===== config.mk =====
export PLATFORM = sky130hd
export DESIGN_NAME = subq_capture
export DESIGN_NICKNAME = d
export VERILOG_FILES = /design/src/rtl/subq_pkg.sv /design/src/rtl/subq_sync.sv /design/src/rtl/subq_collect.sv /design/src/rtl/subq_reader.sv /design/src/rtl/subq_capture.sv
export SDC_FILE = /design/constraint.sdc
export NUM_CORES = 1
export LEC_CHECK = 0
export ABC_AREA = 1
export CAP_MARGIN = 20
export CELL_PAD_IN_SITES_DETAIL_PLACEMENT = 0
export CELL_PAD_IN_SITES_GLOBAL_PLACEMENT = 1
export CORE_UTILIZATION = 49
export DETAILED_ROUTE_END_ITERATION = 10
export PLACE_DENSITY = 0.89
export RECOVER_POWER = 25
export SYNTH_ARGS = -nofsm -noshare
export SYNTH_HDL_FRONTEND = slang
export SYNTH_SLANG_ARGS = --single-unit

===== constraint.sdc =====
create_clock -name clk -period 6.4 [get_ports clk]
set_clock_uncertainty 0.1 [all_clocks]
set_input_delay 1.92 -clock clk [delete_from_list [all_inputs] [get_ports clk]]
set_output_delay 1.92 -clock clk [all_outputs]
set_load 0.005 [all_outputs]

===== src/rtl/subq_pkg.sv =====
package subq_pkg;

    localparam int Q_BITS    = 80;
    localparam int CRC_W     = 16;
    localparam int DATA_BITS = Q_BITS - CRC_W;
    localparam logic [CRC_W-1:0] CRC_POLY = 16'h1021;

    // channel order of a subcode symbol, first channel in the top bit
    typedef struct packed {
        logic p;
        logic q;
        logic r;
        logic s;
        logic t;
        logic u;
        logic v;
        logic w;
    } subsym_t;

    typedef enum logic [1:0] {
        RD_IDLE,
        RD_ACTIVE,
        RD_DONE
    } rd_state_t;

    // bitwise CRC, most significant (earliest received) bit first
    function automatic logic [CRC_W-1:0] crc_calc(input logic [DATA_BITS-1:0] d);
        logic [CRC_W-1:0] c;
        logic             fb;
        c = '0;
        for (int i = DATA_BITS - 1; i >= 0; i--) begin
            fb = c[CRC_W-1] ^ d[i];
            c  = {c[CRC_W-2:0], 1'b0} ^ (fb ? CRC_POLY : '0);
        end
        return c;
    endfunction

    // block layout: Q1 at the top bit, Q80 at bit 0
    function automatic logic crc_match(input logic [Q_BITS-1:0] blk);
        return crc_calc(blk[Q_BITS-1:CRC_W]) == ~blk[CRC_W-1:0];
    endfunction

endpackage


===== src/rtl/subq_sync.sv =====
module subq_sync (
    input  logic clk,
    input  logic rst,
    input  logic sym_valid,
    input  logic is_s0,
    input  logic is_s1,
    output logic armed,
    output logic sync_now,
    output logic sync_hit
);

    assign sync_now = sym_valid && is_s1 && armed;

    always_ff @(posedge clk) begin
        if (rst) begin
            armed    <= 1'b0;
            sync_hit <= 1'b0;
        end else if (sym_valid) begin
            armed    <= is_s0;
            sync_hit <= sync_now;
        end
    end

endmodule


===== src/rtl/subq_collect.sv =====
module subq_collect #(
    parameter int Q_BITS = subq_pkg::Q_BITS
) (
    input  logic                       clk,
    input  logic                       rst,
    input  logic                       sync_now,
    input  logic                       sym_valid,
    input  logic                       is_sync,
    input  logic                       q_bit,
    output logic [$clog2(Q_BITS+1)-1:0] count,
    output logic                       blk_done,
    output logic [Q_BITS-1:0]          blk_next
);

    localparam int CW = $clog2(Q_BITS + 1);

    logic [Q_BITS-1:0] shreg;
    logic              take;

    assign take     = sym_valid && !is_sync && (count < CW'(Q_BITS));
    assign blk_next = {shreg[Q_BITS-2:0], q_bit};
    assign blk_done = take && (count == CW'(Q_BITS - 1));

    always_ff @(posedge clk) begin
        if (rst || sync_now) begin
            shreg <= '0;
            count <= '0;
        end else if (take) begin
            shreg <= blk_next;
            count <= count + 1'b1;
        end
    end

endmodule


===== src/rtl/subq_reader.sv =====
module subq_reader
    import subq_pkg::*;
#(
    parameter int Q_BITS = subq_pkg::Q_BITS
) (
    input  logic              clk,
    input  logic              rst,
    input  logic              hdr_en,
    input  logic              rd_clk,
    input  logic              blk_done,
    input  logic [Q_BITS-1:0] blk_next,
    output logic              crc_pass,
    output logic              busy,
    output logic              q_data
);

    localparam int IW = $clog2(Q_BITS + 1);

    rd_state_t         state;
    logic [IW-1:0]     idx;
    logic [IW-1:0]     last_idx;
    logic [IW-1:0]     pos;
    logic [Q_BITS-1:0] hold;
    logic              hdr;
    logic              rd_prev;
    logic              fall;

    assign fall     = rd_prev && !rd_clk;
    assign busy     = (state == RD_ACTIVE) && (idx != '0);
    assign last_idx = hdr ? IW'(Q_BITS) : IW'(Q_BITS - 1);

    always_ff @(posedge clk) begin
        if (rst) begin
            state    <= RD_IDLE;
            idx      <= '0;
            hold     <= '0;
            hdr      <= 1'b0;
            crc_pass <= 1'b0;
            rd_prev  <= 1'b0;
        end else begin
            rd_prev <= rd_clk;
            if (blk_done && !busy) begin
                hold     <= blk_next;
                crc_pass <= crc_match(blk_next);
                hdr      <= hdr_en;
                state    <= RD_ACTIVE;
                idx      <= '0;
            end else if (state == RD_ACTIVE && fall) begin
                if (idx == last_idx) begin
                    state <= RD_DONE;
                    idx   <= '0;
                end else begin
                    idx <= idx + 1'b1;
                end
            end
        end
    end

    always_comb begin
        pos    = hdr ? IW'(Q_BITS) - idx : IW'(Q_BITS - 1) - idx;
        q_data = 1'b0;
        if (state == RD_ACTIVE) begin
            if (hdr && idx == '0) q_data = crc_pass;
            else                  q_data = hold[pos];
        end
    end

endmodule


===== src/rtl/subq_capture.sv =====
module subq_capture
    import subq_pkg::*;
#(
    parameter int Q_BITS = subq_pkg::Q_BITS
) (
    input  logic       clk,
    input  logic       rst,
    input  logic       sym_valid,
    input  logic [7:0] sym,
    input  logic       is_s0,
    input  logic       is_s1,
    input  logic       hdr_en,
    input  logic       rd_clk,
    output logic       sync_hit,
    output logic       crc_pass,
    output logic       q_data
);

    localparam int CW = $clog2(Q_BITS + 1);

    subsym_t           s;
    logic              sym_unused;
    logic              sync_armed;
    logic              sync_now;
    logic              rd_busy;
    logic              blk_done;
    logic [Q_BITS-1:0] blk_next;
    logic [CW-1:0]     q_count;

    assign s          = subsym_t'(sym);
    assign sym_unused = ^{s.p, s.r, s.s, s.t, s.u, s.v, s.w};

    subq_sync u_sync (
        .clk      (clk),
        .rst      (rst),
        .sym_valid(sym_valid),
        .is_s0    (is_s0),
        .is_s1    (is_s1),
        .armed    (sync_armed),
        .sync_now (sync_now),
        .sync_hit (sync_hit)
    );

    subq_collect #(.Q_BITS(Q_BITS)) u_collect (
        .clk      (clk),
        .rst      (rst),
        .sync_now (sync_now),
        .sym_valid(sym_valid),
        .is_sync  (is_s0 || is_s1),
        .q_bit    (s.q),
        .count    (q_count),
        .blk_done (blk_done),
        .blk_next (blk_next)
    );

    subq_reader #(.Q_BITS(Q_BITS)) u_reader (
        .clk      (clk),
        .rst      (rst),
        .hdr_en   (hdr_en),
        .rd_clk   (rd_clk),
        .blk_done (blk_done),
        .blk_next (blk_next),
        .crc_pass (crc_pass),
        .busy     (rd_busy),
        .q_data   (q_data)
    );

endmodule


Yosys cells after proc, flatten, opt, wreduce, memory -nomap -nowiden
Index checks and enable logic that the tools add are counted.
Widths: inputs -> output; s select.
- eq/ne operators: 4
- bitwise gates (word level): 127
- reductions and logical operators: 22
- magnitude comparators: 2
- muxes and demuxes: 74
- $add $sub $neg: 4
- operator list (kind ; count):
    $xor 16x16->16 ; 63
    $mux 13 ; 64
    $xor 1x1->1 ; 62
    $eq 16x16->1 ; 1
    $not 16->16 ; 1
    $add 7x1->7 const B ; 2
    $mux 7 ; 2
    $sub 7x7->7 const A ; 2
    $logic_and 1x1->1 ; 10
    $lt 7x8->1 const B ; 1
    $bmux 1 s7 ; 1
    $eq 7x7->1 ; 1
    $eq 7x7->1 const B ; 1
    $logic_not 7->1 ; 1
    $lt 7x7->1 const B ; 1
    $reduce_bool 7->1 ; 1
    $mux 1 ; 6
    $mux 5 ; 1
    $reduce_and 2->1 ; 2
    $reduce_bool 2->1 ; 2
    $logic_not 1->1 ; 3
    $eq 2x1->1 const B ; 1
    $logic_or 1x1->1 ; 2
    $reduce_or 2->1 ; 1
    $xor 1x1->1 const A ; 1
- input bits: 15
- register bits: 180
- word-level logic and storage cells: 244

Longest topological paths before layout
Gate-level depths: netlist of the first run.
- word-level depth: 190
- depth in mapped cells: 40
- depth with buffers taken out: 39

Modules after synthesis
Synthesis of the first run repeated with hierarchy kept, for this count alone.
- cells, all modules: 1726
- area, all modules: 11086.9 sq um
- by module, submodules not included (module ; times used ; cells an instance ; area an instance (sq um)):
    subq_reader ; 1 ; 1299 ; 7771.2
    subq_collect ; 1 ; 414 ; 3226.8
    subq_sync ; 1 ; 10 ; 77.6
    subq_capture ; 1 ; 3 ; 11.3

Worst setup path before layout of the first run
No wires, ideal clock.
- path kind: register -> output
- start: register u_reader.idx[0]
- end: output port q_data
- cell stages (with the launch flop): 15
- data required time: 4380 ps
- arrival: 2364 ps
- slack: 2016 ps
- path through: dfxtp_1 inv_1 ha_1 a21oi_1 clkbuf_1 clkbuf_1 o21ai_0 o221ai_1 o311ai_0 nand3_1 o211ai_1 a21oi_1 a21oi_1 o21ai_0 a21oi_1
- cells in the longest elaborated chain, start to end: 6
- elaborated cells between the ends (all ways): 9
- RTL lines (element ; line ; source):
    start: declaration ; subq_reader.sv:20 ; logic [IW-1:0] idx;
    start signal: assignment ; subq_reader.sv:53 ; idx <= idx + 1'b1;
    $sub 7x7->7 ; subq_reader.sv:60 ; pos = hdr ? IW'(Q_BITS) - idx : IW'(Q_BITS - 1) - idx;
    $mux 7 ; subq_reader.sv:60 ;
    $bmux 1 s7 ; subq_reader.sv:64 ; else q_data = hold[pos];
    $mux 1 (implied by the code) ; subq_reader.sv:64 ;
    $mux 1 * ; subq_reader.sv:63 ; if (hdr && idx == '0) q_data = crc_pass;
    $mux 1 * ; subq_reader.sv:62 ; if (state == RD_ACTIVE) begin
    end: declaration ; subq_capture.sv:16 ; output logic q_data
Every way passes the cells marked *; elsewhere a longest branch is shown, timed or not. The select of a mux whose other input is x is not followed.

Final worst setup path of the first run
- start: register u_reader.idx[3]
- end: output port q_data
Same word-level chain as after synthesis.

==> results.rst, run 1 <==
.. list-table::
   :header-rows: 1

   * - Metric
     - Value
   * - Initial antenna violation count
     - 0
   * - Clk buf depth
     - 2
   * - Crit path time final
     - 5810 ps
   * - Clock latency of the later-clocked register in the worst-skew pair
     - ~440 ps
   * - Synthesized Nets
     - between 1500 and 2000
   * - Status
     - complete, but fails checks
   * - Commonest cells after routing, fill and taps aside
     - 361 x nand2_1, 236 x inv_1, 180 x dfxtp_1
   * - M1 WL
     - ~14000 um
   * - Post-Syn Instances
     - 1640
   * - Kind of path behind the tightest hold check
     - reg -> reg
   * - Fraction of the yosys area taken by sequential cells
     - 33.0%
   * - Net count of the finished layout
     - 1641
   * - Total inserted antenna cells
     - 0
   * - Total half-perimeter wirelength after legalization and detailed placement
     - 21500 um
   * - Share of post-route cells with drive strength above 1
     - about 14%
   * - Starting utilization of the core area
     - 50.0%
   * - CTS tree
     - yes
   * - Worst setup slack after layout
     - 585 ps
   * - I/O pin total
     - 18
   * - Sinks on the clock net
     - 180
   * - Post-Route Setup TNS
     - 0 ps
   * - Worst setup EP type
     - output pin
   * - CP Max Fanout
     - 6
   * - Layout Utilization
     - 54.1%
   * - Number of cell instances on the worst register-to-register path
     - 29
   * - Arr. time, crit path
     - 3790 ps
   * - Overall via count from detail_route
     - 10200
   * - Met2 WL post-DR
     - 12800 um
   * - Placement-stage worst setup slack
     - about 1100 ps
   * - Unrepaired setup endpoints after global routing
     - false
   * - Layout area overhead
     - 8.24%
   * - Setup slack of the worst register-to-register path
     - 2100 ps
   * - Antenna-violating nets left
     - 0
   * - Slew HR
     - -26.4%
   * - Number of levels the H-tree was split into
     - 4
   * - Netlist area before placement
     - approximately 0.011 mm^2
   * - Number of buffers created by CTS
     - 17
   * - Per-instance average area after synthesis
     - 6.65 um^2
   * - Mean number of vias per cell
     - 5.35
   * - Cell Rows
     - 54
   * - Post-synthesis register bit count
     - between 150 and 200
   * - # hold bufs at CTS
     - 0
   * - Number of design rule violations left after detail routing
     - 0
   * - Non-Filler Instances
     - 1912
   * - Hold wc startpoint
     - u_reader.hold[8]$_SDFFE_PP0P_
   * - Maximum number of pins on one net before global-route repair
     - 99
   * - Max-cap violations
     - 1
   * - Highest attainable clock frequency
     - 172 MHz
   * - Count of different cell masters after synthesis
     - 41
   * - Detailed-router iteration count before antenna repair
     - 5
   * - Violations in the final reports
     - max-capacitance violations, max-slew violations
   * - Most common cell after layout, fill and taps aside
     - nand2_1
   * - Die Y-Extent
     - 151 um
   * - Pins Over Slew Limit
     - 59
   * - Nature of the critical path startpoint
     - flip-flop
   * - Synth Warn #
     - 0
   * - CTS root buf
     - clkbuf_16
   * - Crit Path Category
     - reg -> out
   * - First-pass GRT wire length
     - 46800 um
   * - Clock transition at the register clock pins on the worst setup and hold paths after CTS
     - 70 ps
   * - Highest metal used
     - met4
   * - Number of setup buffers added after CTS
     - 0
   * - Required arrival time at the worst endpoint
     - roughly 4400 ps
   * - Total wire length after detailed routing
     - between 20000 and 30000 um
   * - Vias in the first global route
     - 9100
   * - Part of the cycle the worst path needs
     - just over 90%
   * - Endpoint of the lowest-slack register-to-register path
     - u_reader.crc_pass$_SDFFE_PP0P_
   * - Final count of negative-setup-slack endpoints
     - 0
   * - Routed wire length per instance
     - roughly 15 um
   * - Die footprint
     - 0.0229 mm^2
   * - End point of the worst hold path
     - u_reader.hold[8]$_SDFFE_PP0P_
   * - Wire length on met3
     - 1450 um
   * - Width of the chip
     - 151 um
   * - Total congestion overflow after global routing
     - 0
   * - Number of instances in the placed design
     - 1880
   * - Worst reg2reg path startpoint
     - u_collect.shreg[76]$_SDFFE_PP0P_
   * - Actual transition at the worst max-transition pin
     - 1890 ps
   * - Overall routing resource usage
     - between 20% and 30%
   * - Standard cell core area
     - approximately 0.022 mm^2
   * - DRC marker count from the first detailed-route iteration
     - 690
   * - PortBufs
     - 10
   * - Final hold violation count
     - 0
   * - Post_cts resized
     - 0
   * - Number of stages on the worst hold path
     - 2
   * - Weighted congestion at the end of routability-driven global placement
     - 0.905
==> metal layers <==
layer  track usage (%)  up-vias
met1              36.3     4646
met2              42.2      241
li1                  -     5306
met3              4.58       38
met4              8.10        0
met5                 0        -
==> critical path: stages, from the launching register on <==
cell and delay, ps:
dfxtp_1 380, nor2_1 180, inv_1 70, nor2_1 80
inv_1 60, o21ai_0 710, inv_1 300, o311ai_0 190
nand2_1 120, o211ai_1 180, a21oi_1 90, a21oi_1 230
o21ai_0 110, a21oi_1 140, clkdlybuf4s50_1 510
==> state kept, by name, indices dropped and copies added (netlist names) <==
register and cells:
u_reader.rd_prev 1, u_reader.hdr 1, u_reader.idx 7, u_collect.count 7
u_collect.shreg 79, u_reader.crc_pass 1, u_sync.armed 1, u_reader.state 2
u_sync.sync_hit 1, u_reader.hold 80
==> final cells by class <==
class / count / area [um^2]
Tap cell: 280 / 350
Timing Repair Buffer: 20 / 173
Sequential cell: 180 / 3600
Clock inverter: 14 / 163
Multi-Input combinational cell: 1136 / 6080
Fill cell: 2171 / 10000
Clock buffer: 18 / 439
Inverter: 264 / 998
==> worst max path at each step <==
stage / from / end / slack (ps)
2_1_floorplan: u_reader.idx[0]$_SDFFE_PP0P_ / q_data / 2020
3_3_place_gp: u_reader.idx[3]$_SDFFE_PP0P_ / q_data / 1170
3_5_place_dp: u_reader.hdr$_SDFFE_PP0P_ / q_data / 1150
4_1_cts: u_reader.hdr$_SDFFE_PP0P_ / q_data / 660
5_1_grt: u_reader.hdr$_SDFFE_PP0P_ / q_data / 260
6_report: u_reader.idx[3]$_SDFFE_PP0P_ / q_data / 590
==> Yosys cell counts <==
library cell	number	area [um^2]
nand3b_2	1	11.3
a2111oi_0	1	8.76
inv_4	3	18.8
clkinv_1	3	11.3
nand3b_1	1	7.51
nor3_1	4	20.0
nand2_4	31	349
buf_4	4	30.0
ha_1	7	87.6
buf_1	1	3.75
nand3b_4	1	20.0
o2111ai_1	1	8.76
a31o_2	1	8.76
a21oi_1	115	576
nor2_1	58	218
inv_1	236	886
mux2i_1	1	10.0
nand2_1	362	1360
xor2_2	1	16.3
o31ai_1	2	15.0
nor3b_1	1	7.51
nand4_1	3	18.8
nand2_2	75	469
o22ai_1	55	344
nor4_1	1	6.26
o21ai_2	1	8.76
dfxtp_1	180	3600
o21bai_2	1	11.3
nand3_4	2	35.0
o211ai_1	5	37.5
o21a_1	1	7.51
clkbuf_1	55	206
a211oi_1	1	7.51
o221ai_1	8	70.1
nand3_2	49	490
o311ai_0	6	52.6
inv_2	22	82.6
xnor2_1	4	35.0
o21ai_0	153	766
xor2_1	17	149
nand3_1	166	831
==> metrics by stage <==
step / cell area [um^2] / hold WS (ps)
global route: 11800 / 377
CTS: 11800 / 364
finish: 11800 / 367
global placement: 11200 / 342
detailed placement: 11200 / 346
floorplan: 10900 / 329
==> kinds of logic after synthesis <==
kind of cell,after synthesis,synth area share (%)
AND/OR/NAND/NOR,755,35.2
AO/OA/AOI/OAI,351,17.6
buffers and inverters,324,11.4
flip-flops,180,33.0
XOR/XNOR,22,1.84
adder cells (fa/ha/maj),7,0.803
multiplexers,1,0.0918
Power of run 1 is left out: the tool's default activity adds up to more than one toggle a clock period on the data nets, which glitch-free logic cannot reach.
==> run 2: changes to the inputs <==
--- a/config.mk
+++ b/config.mk
@@ -9,10 +9,12 @@
 export CAP_MARGIN = 20
 export CELL_PAD_IN_SITES_DETAIL_PLACEMENT = 0
 export CELL_PAD_IN_SITES_GLOBAL_PLACEMENT = 1
+export CORE_ASPECT_RATIO = 1.75
 export CORE_UTILIZATION = 49
 export DETAILED_ROUTE_END_ITERATION = 10
 export PLACE_DENSITY = 0.89
 export RECOVER_POWER = 25
+export SKIP_CTS_REPAIR_TIMING = 1
 export SYNTH_ARGS = -nofsm -noshare
 export SYNTH_HDL_FRONTEND = slang
 export SYNTH_SLANG_ARGS = --single-unit
==> run 2 against run 1 <==
  * The flow still finishes with violations (max-capacitance violations, max-slew violations)
  * Routed wire length is 8.7% higher
  * Setup slack worse by 140 ps
  * Maximum frequency is 2.4% lower
  * Count of clock-buffer cells in the layout is 1 lower
  * Final cell count is 0.68% higher
==> results.rst, run 2 (synthesized netlist as in run 1, its figures left out) <==
.. list-table::
   :header-rows: 1

   * - Metric
     - Value
   * - Violations in the final reports
     - max-capacitance violations, max-slew violations
   * - Registers with the most flip-flops
     - u_reader.hold (80), u_collect.shreg (79)
   * - Critical-path cell with the highest stage delay
     - clkdlybuf4s50_1
   * - Vias in the first global route
     - 9910 (+8.9%)
   * - Arr. time, crit path
     - 3940 ps (+150 ps)
   * - PortBufs
     - 10 (unchanged)
   * - DRC marker count from the first detailed-route iteration
     - 442 (-36%)
   * - Number of design rule violations left after detail routing
     - 0 (unchanged)
   * - Die footprint
     - 0.0229 mm^2 (+0.10%)
   * - Standard cell core area
     - 0.0217 mm^2 (-0.68%)
   * - Total wire length after detailed routing
     - 31400 um (+8.7%)
   * - Critical-path cell list
     - inv_1, nand2_1, nand2_2, inv_1, nor2_1, o221ai_1, o311ai_0, nand2_1, o2111ai_1, a21oi_1, a21oi_1, o21ai_0, a21oi_1, clkdlybuf4s50_1
   * - CTS tree
     - yes
   * - Weighted congestion at the end of routability-driven global placement
     - 0.906 (about the same)
   * - Overall routing resource usage
     - 29.1% (+2.6 points)
   * - Maximum number of pins on one net before global-route repair
     - 96 (-3.0%)
   * - Number of buffers created by CTS
     - 17 (unchanged)
   * - First-pass GRT wire length
     - 50800 um (+8.7%)
   * - CP Max Fanout
     - 37 (+31)
   * - Commonest cells after routing, fill and taps aside
     - 360 x nand2_1, 236 x inv_1, 180 x dfxtp_1
   * - I/O pin total
     - 18 (unchanged)
   * - Part of the cycle the worst path needs
     - 93.1% (+2.3 points)
   * - Sinks on the clock net
     - 180 (unchanged)
   * - Total congestion overflow after global routing
     - 0 (unchanged)
   * - FILL cells
     - 2192 (+0.97%)
   * - Width of the chip
     - 115 um (-24%)
   * - Crit path launch
     - u_reader.hdr$_SDFFE_PP0P_
   * - Max-cap violations
     - 1 (unchanged)
   * - Highest attainable clock frequency
     - 168 MHz (-2.4%)
   * - Cell Rows
     - 71 (+31%)
   * - CTS root buf
     - clkbuf_16
   * - Largest register by flop count
     - u_reader.hold
   * - Crit Path Category
     - reg -> out
   * - Final hold violation count
     - 0 (unchanged)
   * - Required arrival time at the worst endpoint
     - 4380 ps (about the same)
   * - Net count of the finished layout
     - 1642 (+0.061%)
   * - Detailed-router iteration count before antenna repair
     - 5 (unchanged)
   * - Clock transition at the register clock pins on the worst setup and hold paths after CTS
     - 80 ps (about the same)
   * - Total half-perimeter wirelength after legalization and detailed placement
     - 23700 um (+10%)
   * - Actual transition at the worst max-transition pin
     - 1950 ps (+61.0 ps)
   * - Share of post-route cells with drive strength above 1
     - 14.3% (+0.052 points)
   * - Layout area overhead
     - 8.70%
   * - End point of the worst hold path
     - u_sync.sync_hit$_SDFFE_PP0P_
   * - Slew HR
     - -30.3% (-3.9 points)
   * - Fin area
     - 0.0119 mm^2 (+0.42%)
   * - Number of flip-flops in the largest register
     - 80 (unchanged)
   * - Overall via count from detail_route
     - 10400 (+1.2%)
   * - Initial antenna violation count
     - 0 (unchanged)
   * - Worst setup EP type
     - output pin
   * - Clk buf depth
     - 2 (unchanged)
   * - Die Y-Extent
     - 199 um (+32%)
   * - Post-Route Setup TNS
     - 0 ps (unchanged)
   * - Number of cell instances on the worst register-to-register path
     - 36 (+24%)
   * - Routed wire length per instance
     - 16.3 um (+8.0%)
   * - Setup slack of the worst register-to-register path
     - 1950 ps (-150 ps)
   * - Number of stages on the worst hold path
     - 2 (unchanged)
   * - Most common cell after layout, fill and taps aside
     - nand2_1
   * - Hold wc startpoint
     - u_sync.sync_hit$_SDFFE_PP0P_
   * - Combined flip-flop and latch cell area
     - 0.00360 mm^2 (unchanged)
   * - Starting utilization of the core area
     - 50.3% (+0.34 points)
   * - Crit path time final
     - 5960 ps (+144 ps)
   * - Status
     - complete, but fails checks
   * - Number of levels the H-tree was split into
     - 4 (unchanged)
   * - Area occupied by multi-input gates
     - 0.00608 mm^2 (about the same)
   * - Kind of path behind the tightest hold check
     - reg -> reg
   * - Endpoint of the lowest-slack register-to-register path
     - u_reader.crc_pass$_SDFFE_PP0P_
   * - Final count of negative-setup-slack endpoints
     - 0 (unchanged)
   * - Unrepaired setup endpoints after global routing
     - false
   * - Buffer and inverter count on the worst path
     - 3 (-1)
   * - Worst reg2reg path startpoint
     - u_collect.shreg[75]$_SDFFE_PP0P_
   * - Delay of the slowest cell on the worst path
     - 510 ps (-200 ps)
   * - Dominant delay contributor by cell family on the critical path
     - buffers and inverters
   * - Total inserted antenna cells
     - 0 (unchanged)
   * - Mean number of vias per cell
     - 5.38 (+0.50%)
   * - Pins Over Slew Limit
     - 66 (+12%)
   * - Cell occurring most often along the worst timing path
     - a21oi_1
   * - Clock latency of the later-clocked register in the worst-skew pair
     - 450 ps (about the same)
   * - Nature of the critical path startpoint
     - flip-flop
   * - Placed cell areas
     - 0.0112 mm^2 (+0.20%)
   * - Antenna-violating nets left
     - 0 (unchanged)
## run 2: stage by stage
stage	util, %	setup WS [ps]	hold slack (ps)	instances
finish	54.7	441	363	1925
global route	54.7	84.2	391	1925
CTS	54.7	397	366	1925
detailed placement	51.8	885	353	1893
global placement	51.8	901	341	1893
floorplan	-	2020	329	1640
## run 2: worst reg2reg max path: cells and delay by family, from the launching register on
kind | cells | cell delay (ps)
flops | 1 | 580
simple gates | 32 | 3300
compound gates | 1 | 120
buf+inv | 3 | 270
## run 2: cell type report
cell class,instances,area share [%]
Clock buffer,17,3.59
Clock inverter,15,1.71
Inverter,264,8.42
Multi-Input combinational cell,1136,51.3
Sequential cell,180,30.4
Tap cell,292,3.08
Timing Repair Buffer,21,1.51
## run 2: worst max-delay path by stage
stage                         to  slack (ps)  cells after the start
after floorplan           q_data        2020                     14
after global placement    q_data         900                     14
after global routing      q_data          80                     14
after CTS                 q_data         400                     14
final                     q_data         440                     14
after detailed placement  q_data         890                     14
## run 2: routing by layer
metal  share of wire (%)  GRT usage (%)
met1                  37           29.2
met2                  54           56.2
met5                   0              0
met3                 2.8           3.09
met4                 6.2           17.9
Power of run 2 is left out for the same reason.
==> run 3: changes to the inputs <==
--- a/config.mk
+++ b/config.mk
@@ -10,6 +10,7 @@
 export CELL_PAD_IN_SITES_DETAIL_PLACEMENT = 0
 export CELL_PAD_IN_SITES_GLOBAL_PLACEMENT = 1
 export CORE_ASPECT_RATIO = 1.75
+export CORE_MARGIN = 3
 export CORE_UTILIZATION = 49
 export DETAILED_ROUTE_END_ITERATION = 10
 export PLACE_DENSITY = 0.89
==> run 3 against run 2 <==
  * The run still ends with max-capacitance violations, max-slew violations left
  * Flip-flop and latch count unchanged
  * Maximum frequency up 0.72%
  * Critical path type unchanged
  * Final area down 0.24%
  * Count of clock-buffer cells in the layout unchanged
  * First-iteration DRC count up 23%
  * Via count down 1.3%
  * Non-clock buffer count unchanged
==> results.rst, run 3 (synthesized netlist as in run 1, its figures left out) <==
.. list-table::
   :header-rows: 1

   * - Metric
     - Value
   * - Final hold violation count
     - 0 (unchanged)
   * - Pins Over Slew Limit
     - 62 (-6.1%)
   * - Part of the cycle the worst path needs
     - 92.4% (-0.66 points)
   * - Final count of negative-setup-slack endpoints
     - 0 (unchanged)
   * - Post-Route Setup TNS
     - 0 ps (unchanged)
   * - Commonest cells after routing, fill and taps aside
     - 360 x nand2_1, 236 x inv_1, 180 x dfxtp_1
   * - Overall via count from detail_route
     - 10200 (-1.3%)
   * - Net count of the finished layout
     - 1642 (unchanged)
   * - Routed wire length per instance
     - 16.0 um (-1.9%)
   * - Non-Filler Instances
     - 1925 (unchanged)
   * - Overall routing resource usage
     - 26.0% (-3.0 points)
   * - Number of flip-flops in the largest register
     - 80 (unchanged)
   * - Number of buffers created by CTS
     - 17 (unchanged)
   * - Total congestion overflow after global routing
     - 0 (unchanged)
   * - Max-cap violations
     - 1 (unchanged)
   * - Standard cell core area
     - 0.0217 mm^2 (unchanged)
   * - Worst setup slack after layout
     - 484 ps (+42.5 ps)
   * - Number of levels the H-tree was split into
     - 4 (unchanged)
   * - Actual transition at the worst max-transition pin
     - 2870 ps (+917 ps)
   * - Layout area overhead
     - 8.43%
   * - Highest attainable clock frequency
     - 169 MHz (+0.72%)
   * - Placement-stage worst setup slack
     - 912 ps (+26.5 ps)
   * - Clock transition at the register clock pins on the worst setup and hold paths after CTS
     - 70 ps (about the same)
   * - Die footprint
     - 0.0241 mm^2 (+5.6%)
   * - Status
     - complete, but fails checks
   * - Worst setup EP type
     - output pin
   * - Largest register by flop count
     - u_reader.hold
   * - Most common cell after layout, fill and taps aside
     - nand2_1
   * - Maximum number of pins on one net before global-route repair
     - 96 (unchanged)
   * - Number of instances in the placed design
     - 1893 (unchanged)
   * - Unrepaired setup endpoints after global routing
     - false
   * - Vias in the first global route
     - 10000 (+1.2%)
   * - Detailed-router iteration count before antenna repair
     - 5 (unchanged)
   * - Registers with the most flip-flops
     - u_reader.hold (80), u_collect.shreg (79)
   * - Clk buf depth
     - 2 (unchanged)
   * - CTS root buf
     - clkbuf_16
   * - Kind of path behind the tightest hold check
     - reg -> reg
   * - Initial antenna violation count
     - 0 (unchanged)
   * - Die Y-Extent
     - 203 um (+2.0%)
   * - Share of post-route cells with drive strength above 1
     - 14.3% (-0.061 points)
   * - Weighted congestion at the end of routability-driven global placement
     - 0.907 (+0.21%)
   * - Crit path time final
     - 5920 ps (-42.5 ps)
   * - Layout Utilization
     - 54.5% (-0.13 points)
   * - Total half-perimeter wirelength after legalization and detailed placement
     - 23700 um (-0.29%)
   * - PortBufs
     - 10 (unchanged)
   * - DRC marker count from the first detailed-route iteration
     - 544 (+23%)
   * - I/O pin total
     - 18 (unchanged)
   * - Slew HR
     - -91.4% (-61 points)
   * - First-pass GRT wire length
     - 50100 um (-1.3%)
   * - Total wire length after detailed routing
     - 30800 um (-1.9%)
   * - Setup slack of the worst register-to-register path
     - 1820 ps (-130 ps)
   * - Number of design rule violations left after detail routing
     - 0 (unchanged)
   * - Violations in the final reports
     - max-capacitance violations, max-slew violations
   * - CTS tree
     - yes
   * - Mean number of vias per cell
     - 5.31 (-1.3%)
   * - Clock latency of the later-clocked register in the worst-skew pair
     - 440 ps (about the same)
   * - Crit Path Category
     - reg -> out
   * - Starting utilization of the core area
     - 50.3% (unchanged)
   * - Antenna-violating nets left
     - 0 (unchanged)
   * - Total inserted antenna cells
     - 0 (unchanged)
   * - Required arrival time at the worst endpoint
     - 4380 ps (about the same)
   * - Width of the chip
     - 119 um (+3.5%)
   * - Cell Rows
     - 71 (unchanged)
   * - CP Max Fanout
     - 34 (-8.1%)
   * - Nature of the critical path startpoint
     - flip-flop
   * - Arr. time, crit path
     - 3900 ps (-40 ps)
   * - Sinks on the clock net
     - 180 (unchanged)
## run 3: cell types whose count changed in the layout (fill, tap and decap cells not counted)
cell	before	now
buf_4	10	9
bufinv_16	1	0
clkbuf_1	1	2
clkinv_2	0	1
clkinv_8	5	4
inv_12	1	2
## run 3: stage by stage
stage	hold slack, ps	cell area [um^2]
after detailed placement	347	11200
after CTS	367	11800
final	362	11800
after global placement	339	11200
after floorplan	329	10900
after global routing	381	11800
## run 3: layout make-up
cell class / count / area (um^2)
multi-input cells: 1136 / 6080
clock buffers: 17 / 425
fillers: 2271 / 9850
inverters: 264 / 998
clock inverters: 15 / 178
well taps: 292 / 365
repair buffers: 21 / 175
flip-flops and latches: 180 / 3600
## run 3: metal layers
layer,wire length (um),global-route usage [%]
met5,0,0
met4,2350,18.3
met3,645,2.89
met2,16300,48.5
met1,11500,26.7
## run 3: path summary, 6_finish.rpt
kind	cells after the start	end	startpoint
worst max-delay path	14	q_data	u_reader.hdr$_SDFFE_PP0P_
worst min-delay path	2	u_reader.hold[74]$_SDFFE_PP0P_	u_reader.hold[74]$_SDFFE_PP0P_
worst max register to register	31	u_reader.crc_pass$_SDFFE_PP0P_	u_collect.shreg[76]$_SDFFE_PP0P_
worst min register to register	2	u_reader.hold[74]$_SDFFE_PP0P_	u_reader.hold[74]$_SDFFE_PP0P_
## run 3: worst max-delay path, cell delays in order (launching register included)
cell,delay [ps]
dfxtp_1,390
inv_1,250
nand2_1,100
nand2_2,450
inv_1,450
nor2_1,190
o221ai_1,130
o311ai_0,150
nand2_1,100
o2111ai_1,210
a21oi_1,100
a21oi_1,200
o21ai_0,100
a21oi_1,120
clkdlybuf4s50_1,510
Power of run 3 is left out for the same reason.
